$ cat config.mk
export PLATFORM = sky130hd
export DESIGN_NAME = ivc_ctrl
export DESIGN_NICKNAME = d
export VERILOG_FILES = /design/src/rtl/ivc_pkg.sv /design/src/rtl/ivc_prio_table.sv /design/src/rtl/ivc_arbiter.sv /design/src/rtl/ivc_ctx_stack.sv /design/src/rtl/ivc_ctrl.sv
export SDC_FILE = /design/constraint.sdc
export NUM_CORES = 1
export LEC_CHECK = 0
export ABC_AREA = 1
export BUFFER_PORTS_ARGS = -buffer_cell sky130_fd_sc_hd__buf_4
export CORE_AREA = 5 5 144 146
export CTS_CLUSTER_SIZE = 25
export DETAILED_ROUTE_END_ITERATION = 7
export DIE_AREA = 0 0 149 151
export HOLD_SLACK_MARGIN = 0.15
export PLACE_DENSITY = 0.73
export SETUP_SLACK_MARGIN = 0.02
export SYNTH_ARGS = -nofsm -noshare
export SYNTH_HDL_FRONTEND = slang
export SYNTH_SLANG_ARGS = --single-unit
$ cat constraint.sdc
create_clock -name clk -period 15.1 [get_ports clk]
set_input_delay 0.755 -clock clk [delete_from_list [all_inputs] [get_ports clk]]
set_output_delay 0.755 -clock clk [all_outputs]
set_load 0.03 [all_outputs]
$ cat src/rtl/ivc_pkg.sv
package ivc_pkg;
    typedef enum logic [0:0] {
        ST_WAIT  = 1'b0,
        ST_OFFER = 1'b1
    } ivc_state_e;
endpackage

$ cat src/rtl/ivc_prio_table.sv
module ivc_prio_table #(
    parameter int NUM_SRC = 8,
    parameter int PRIO_W  = 4,
    localparam int SRC_W  = (NUM_SRC > 1) ? $clog2(NUM_SRC) : 1
) (
    input  logic                      clk,
    input  logic                      rst_n,
    input  logic                      wr_en,
    input  logic [SRC_W-1:0]          wr_idx,
    input  logic [PRIO_W-1:0]         wr_val,
    output logic [NUM_SRC*PRIO_W-1:0] prio_flat
);
    // One priority register per source line; all start at the least urgent value.
    for (genvar g = 0; g < NUM_SRC; g++) begin : g_src
        logic [PRIO_W-1:0] prio_q;
        always_ff @(posedge clk) begin
            if (!rst_n) begin
                prio_q <= '1;
            end else if (wr_en && (wr_idx == SRC_W'(g))) begin
                prio_q <= wr_val;
            end
        end
        assign prio_flat[g*PRIO_W +: PRIO_W] = prio_q;
    end
endmodule

$ cat src/rtl/ivc_arbiter.sv
module ivc_arbiter #(
    parameter int NUM_SRC = 8,
    parameter int PRIO_W  = 4,
    localparam int SRC_W  = (NUM_SRC > 1) ? $clog2(NUM_SRC) : 1
) (
    input  logic [NUM_SRC-1:0]        req,
    input  logic [NUM_SRC*PRIO_W-1:0] prio_flat,
    output logic                      any,
    output logic [SRC_W-1:0]          win_idx,
    output logic [PRIO_W-1:0]         win_prio
);
    // Linear scan: a later line replaces the winner only when strictly more
    // urgent, so equal priorities stay with the lowest line number.
    always_comb begin
        any      = 1'b0;
        win_idx  = '0;
        win_prio = '1;
        for (int i = 0; i < NUM_SRC; i++) begin
            if (req[i]) begin
                if (!any || (prio_flat[i*PRIO_W +: PRIO_W] < win_prio)) begin
                    any      = 1'b1;
                    win_idx  = SRC_W'(i);
                    win_prio = prio_flat[i*PRIO_W +: PRIO_W];
                end
            end
        end
    end
endmodule

$ cat src/rtl/ivc_ctx_stack.sv
module ivc_ctx_stack #(
    parameter int PRIO_W = 4,
    parameter int PC_W   = 32,
    parameter int DEPTH  = 4,
    localparam int CNT_W = $clog2(DEPTH + 1),
    localparam int IDX_W = (DEPTH > 1) ? $clog2(DEPTH) : 1
) (
    input  logic              clk,
    input  logic              rst_n,
    input  logic              push,
    input  logic              pop,
    input  logic [PRIO_W-1:0] push_lvl,
    input  logic [PC_W-1:0]   push_pc,
    output logic [PRIO_W-1:0] top_lvl,
    output logic [PC_W-1:0]   top_pc,
    output logic              full,
    output logic              empty
);
    logic [CNT_W-1:0]  cnt_q;
    logic [PRIO_W-1:0] lvl_mem [DEPTH];
    logic [PC_W-1:0]   pc_mem  [DEPTH];
    logic [IDX_W-1:0]  wr_ptr;
    logic [IDX_W-1:0]  rd_ptr;

    assign full   = (cnt_q == CNT_W'(DEPTH));
    assign empty  = (cnt_q == '0);
    assign wr_ptr = IDX_W'(cnt_q);
    assign rd_ptr = IDX_W'(cnt_q - CNT_W'(1));

    assign top_lvl = lvl_mem[rd_ptr];
    assign top_pc  = pc_mem[rd_ptr];

    always_ff @(posedge clk) begin
        if (!rst_n) begin
            cnt_q <= '0;
        end else if (push && !full) begin
            cnt_q <= cnt_q + CNT_W'(1);
        end else if (pop && !empty) begin
            cnt_q <= cnt_q - CNT_W'(1);
        end
    end

    always_ff @(posedge clk) begin
        if (push && !full) begin
            lvl_mem[wr_ptr] <= push_lvl;
            pc_mem[wr_ptr]  <= push_pc;
        end
    end
endmodule

$ cat src/rtl/ivc_ctrl.sv
module ivc_ctrl
    import ivc_pkg::*;
#(
    parameter int NUM_SRC     = 8,
    parameter int PRIO_W      = 4,
    parameter int PC_W        = 32,
    parameter int STACK_DEPTH = 4,
    localparam int SRC_W      = (NUM_SRC > 1) ? $clog2(NUM_SRC) : 1
) (
    input  logic               clk,
    input  logic               rst_n,
    input  logic [NUM_SRC-1:0] irq_req,
    input  logic               insn_end,
    input  logic               ack,
    input  logic               ret,
    input  logic               prio_wr_en,
    input  logic [SRC_W-1:0]   prio_wr_idx,
    input  logic [PRIO_W-1:0]  prio_wr_val,
    input  logic               lvl_wr_en,
    input  logic [PRIO_W-1:0]  lvl_wr_val,
    input  logic [PC_W-1:0]    pc_in,
    output logic               int_valid,
    output logic [SRC_W-1:0]   int_vector,
    output logic [PC_W-1:0]    saved_pc,
    output logic [PRIO_W-1:0]  cur_level
);
    ivc_state_e state_q, state_d;

    logic [NUM_SRC*PRIO_W-1:0] prio_flat;
    logic                      arb_any;
    logic [SRC_W-1:0]          arb_idx;
    logic [PRIO_W-1:0]         arb_prio;
    logic [PRIO_W-1:0]         stk_lvl;
    logic [PC_W-1:0]           stk_pc;
    logic                      stk_full, stk_empty;
    logic                      take, do_pop, do_lw;
    logic [PRIO_W-1:0]         level_q;
    logic [SRC_W-1:0]          vec_q;
    logic [PC_W-1:0]           spc_q;

    ivc_prio_table #(.NUM_SRC(NUM_SRC), .PRIO_W(PRIO_W)) u_table (
        .clk       (clk),
        .rst_n     (rst_n),
        .wr_en     (prio_wr_en),
        .wr_idx    (prio_wr_idx),
        .wr_val    (prio_wr_val),
        .prio_flat (prio_flat)
    );

    ivc_arbiter #(.NUM_SRC(NUM_SRC), .PRIO_W(PRIO_W)) u_arb (
        .req       (irq_req),
        .prio_flat (prio_flat),
        .any       (arb_any),
        .win_idx   (arb_idx),
        .win_prio  (arb_prio)
    );

    ivc_ctx_stack #(.PRIO_W(PRIO_W), .PC_W(PC_W), .DEPTH(STACK_DEPTH)) u_stack (
        .clk      (clk),
        .rst_n    (rst_n),
        .push     (take),
        .pop      (do_pop),
        .push_lvl (level_q),
        .push_pc  (pc_in),
        .top_lvl  (stk_lvl),
        .top_pc   (stk_pc),
        .full     (stk_full),
        .empty    (stk_empty)
    );

    // Event decode, ordered: return, then acceptance, then level write.
    always_comb begin
        take   = 1'b0;
        do_pop = 1'b0;
        do_lw  = 1'b0;
        if (state_q == ST_WAIT) begin
            if (ret) begin
                do_pop = !stk_empty;
            end else if (insn_end && arb_any && (arb_prio < level_q) && !stk_full) begin
                take = 1'b1;
            end else begin
                do_lw = lvl_wr_en;
            end
        end
    end

    always_comb begin
        state_d = state_q;
        unique case (state_q)
            ST_WAIT:  if (take) state_d = ST_OFFER;
            ST_OFFER: if (ack)  state_d = ST_WAIT;
            default:            state_d = ST_WAIT;
        endcase
    end

    // State register.
    always_ff @(posedge clk) begin
        if (!rst_n) state_q <= ST_WAIT;
        else        state_q <= state_d;
    end

    // Output registers.
    always_ff @(posedge clk) begin
        if (!rst_n) begin
            level_q <= '1;
            vec_q   <= '0;
            spc_q   <= '0;
        end else if (take) begin
            level_q <= arb_prio;
            vec_q   <= arb_idx;
            spc_q   <= pc_in;
        end else if (do_pop) begin
            level_q <= stk_lvl;
            spc_q   <= stk_pc;
        end else if (do_lw) begin
            level_q <= lvl_wr_val;
        end
    end

    assign int_valid  = (state_q == ST_OFFER);
    assign int_vector = vec_q;
    assign saved_pc   = spc_q;
    assign cur_level  = level_q;
endmodule

==> summary.txt <==
Run status
  – Outcome: finished clean

Timing
  – Min Tclk post-route: approximately 11 ns
  – Pins Over Slew Limit: 0
  – Fin Setup TNS: 0 ns
  – Tightest Pin Transition: 1.171 ns
  – RSZ-0062 raised after global routing: false
  – Maximum clock rate: ~0.095 GHz
  – Worst hold slack: 0.4560 ns
  – Worst setup margin: roughly 4.5 ns
  – Final setup violating endpoints: 0
  – Final Hold Viols: 0
  – Final Cycle Share: between 70 and 80%
  – Clk_skew: around 0.0094 ns
  – Headroom to the max-slew limit: a little over a fifth

Critical path
  – Critical Path Max Stage Delay: roughly 1.1 ns
  – CP Capture Type: register
  – Worst Path Class, Setup: in -> reg
  – Setup crit start kind: primary input
  – CP Data Arrival Time: about 11 ns
  – R2R setup slack: about 4.6 ns
  – Slowest CP cell: nor2_4
  – Critical Path RT: 15.22 ns
  – Most used cell, CP: nand2_4
  – Max FO, Critical Path: between 70 and 80

Synthesis
  – FF+latch count, synth: approximately 220
  – Mapped Avg Cell Area: about 9.1 um2
  – Sequential element share of the synthesized area: 58.08%
  – Syn Nets: 1173
  – Synth unique cells: 31
  – Cell Area, Synth: approximately 10000 um2
  – Synth Instances: 1097
  – Ys Warns: 0

Final layout
  – # diodes: 0
  – Fraction of layout cells with a size suffix above 1: between 10% and 20%
  – Synthesis-to-finish area growth: 16.41%
  – Layout Cells excl Fill: between 1000 and 1500
  – Final #Nets: 1246
  – Final instance area: roughly 12000 um2
  – Core Util, Final: 60.60%

Clocking
  – Max Buffers Root-to-Sink: 3
  – Clock-pin slew on the worst setup and hold paths: ~0.060 ns
  – Root Buffer: clkbuf_16
  – Clock latency on the worst-skew pair: approximately 0.51 ns
  – CTS tree: built
  – CTS H-tree depth: 1
  – Post-CTS Resized: 0
  – Hold-fix buffers at CTS: 0
  – Num CTS Buffers: 23
  – Post-CTS Setup Bufs: 0
  – Clock sinks: 219

Placement
  – Post-placement worst setup slack: approximately 4 ns
  – PortBufs: between 90 and 100
  – Inst Count DP: between 1000 and 1500
  – Placed Area: ~11000 um2
  – GPL Wtd Cong: about 0.89
  – Hpwl dp: around 14000 um

Route
  – Detailed-route wire length: between 20000 and 25000 um
  – Initial DRC Count: 506
  – Number of remaining DRC errors: 0
  – Vias per Instance: approximately 5.3
  – Routed Antenna Nets: 0
  – Average routed wire per standard cell: around 16 um
  – DRT Pass-1 Iters: 5
  – Vias: just under 8000

Pwr
  – VDD IR max: between 0.09 and 0.1 mV
  – PnR Total Power: 2.205 mW
  – Pwr dens: about 190 nW/um2
  – LEAKAGE: about 4.9 nW

Hold path
  – Worst min path class: in -> reg

Run
  – Number of max-cap violations: 0

Global routing
  – Largest net degree at the start of global routing: 76
  – First-pass GRT wire length: between 30000 and 40000 um
  – Overall routing resource usage: 20.40%
  – Congestion Overflow GR: 0
  – Initial antenna violation count: 0
  – Vias in the first global route: 7521

Floorplan
  – Starting density of the core: between 50% and 60%
  – FP Rows: slightly above 50
  – Die Wd: 149 um
  – Floorplan Core Area: 19270 um2
  – I/O pin cnt: 98
  – DIE AREA: between 20000 and 25000 um2
  – Die H: 151 um
## where the power goes
part	switching, mW	total, mW	internal [mW]
Combinational	0.578	0.859	0.281
Sequential	0.0471	0.784	0.737
Clock	0.227	0.561	0.334
## cells by family after synthesis
logic type               share of synthesized area, %
flip-flops                                      58.08
AND/OR/NAND/NOR                                 23.41
buffers and inverters                           5.888
XOR/XNOR                                      0.08733
adder cells (fa/ha/maj)                         2.245
AO/OA/AOI/OAI                                   10.29
## layout by cell type, fill, tap and decap left out, types with 2 or more instances in the layout
| cell type | n |
|---|---|
| a21oi_1 | 30 |
| clkinv_2 | 4 |
| clkbuf_1 | 5 |
| inv_1 | 83 |
| edfxtp_1 | 144 |
| nand3_2 | 14 |
| o211ai_1 | 20 |
| nand3_1 | 102 |
| inv_2 | 5 |
| o21bai_1 | 5 |
| o21ai_0 | 89 |
| buf_4 | 102 |
| nand2_4 | 12 |
| ha_1 | 18 |
| a32o_1 | 4 |
| or2_2 | 2 |
| nand4_1 | 5 |
| bufinv_16 | 3 |
| nand2_1 | 246 |
| dfxtp_1 | 74 |
| o22ai_1 | 32 |
| nor2_4 | 4 |
| clkinv_4 | 2 |
| nor2_1 | 136 |
| clkbuf_16 | 23 |
| clkinv_1 | 7 |
| nand2_2 | 9 |
## area by class of cell
| type | count | area (um2) |
|---|---|---|
| fill | 1641 | 7594 |
| sequential | 219 | 5827 |
| multi-input combinational | 733 | 3655 |
| timing repair buffer | 102 | 765.7 |
| clock buffer | 28 | 594.3 |
| inverter | 91 | 341.6 |
| tap | 265 | 331.6 |
| clock inverter | 14 | 162.7 |
## Yosys cell counts
| library cell | instances | area (um2) |
|---|---|---|
| a32o_1 | 4 | 40.04 |
| nor2_1 | 140 | 525.5 |
| or2_2 | 2 | 12.51 |
| and2_1 | 1 | 6.260 |
| nor3_1 | 1 | 5.000 |
| buf_2 | 4 | 20.02 |
| buf_8 | 2 | 30.03 |
| dfxtp_1 | 75 | 1501 |
| nand4_1 | 5 | 31.28 |
| edfxtp_1 | 144 | 4324 |
| nand2_4 | 11 | 123.9 |
| nand2_1 | 246 | 923.4 |
| a21oi_1 | 30 | 150.1 |
| nor3b_1 | 1 | 7.510 |
| xnor2_1 | 1 | 8.760 |
| nand3_1 | 102 | 510.5 |
| buf_4 | 3 | 22.52 |
| clkinv_1 | 3 | 11.26 |
| o21bai_1 | 5 | 37.54 |
| nand2_2 | 10 | 62.56 |
| o2111ai_1 | 1 | 8.760 |
| buf_1 | 5 | 18.77 |
| clkbuf_1 | 39 | 146.4 |
| o22ai_1 | 32 | 200.2 |
| ha_1 | 18 | 225.2 |
| buf_6 | 1 | 11.26 |
| o21ai_0 | 89 | 445.4 |
| nand3_2 | 14 | 140.1 |
| inv_1 | 85 | 319.1 |
| inv_2 | 3 | 11.26 |
| o211ai_1 | 20 | 150.1 |
## flip-flops by register name, summed over array words and instances, names as in the netlist
| name | flops |
|---|---|
| saved_pc | 32 |
| int_vector | 3 |
| int_valid | 1 |
| u_stack.cnt_q | 3 |
| cur_level | 4 |
| u_table.g_src.prio_q | 32 |
| u_stack.lvl_mem | 16 |
| u_stack.pc_mem | 128 |
## critical path: cells and delay by family
family | cells | cell delay (ns)
and+or+nand+nor | 27 | 3.78
AOI/OAI and AO/OA | 15 | 2.24
adders and majority gates | 8 | 2.34
buffers and inverters | 17 | 1.57
## per-layer routing
metal / global-route usage (%) / routed length, um / vias to the layer above
met1: 26.74 / 9901 / 3591
met2: 35.96 / 11280 / 216
met3: 3.262 / 1336 / 33
met4: 4.485 / 399 / 0
li1: - / - / 3861
met5: 0 / 0 / -
## final timing paths
| path | from | endpoint | cells after the start |
|---|---|---|---|
| setup / recovery | irq_req[0] | u_stack.pc_mem[2][2]$_DFFE_PP_ | 67 |
| hold reg to reg | int_vector[2]$_SDFFE_PN0P_ | int_vector[2]$_SDFFE_PN0P_ | 2 |
| setup reg to reg | u_table.g_src[0].prio_q[3]$_SDFFE_PN1P_ | u_stack.pc_mem[2][2]$_DFFE_PP_ | 65 |
| hold / removal | pc_in[19] | u_stack.pc_mem[1][19]$_DFFE_PP_ | 1 |
Power figures use the tool's default switching activity.
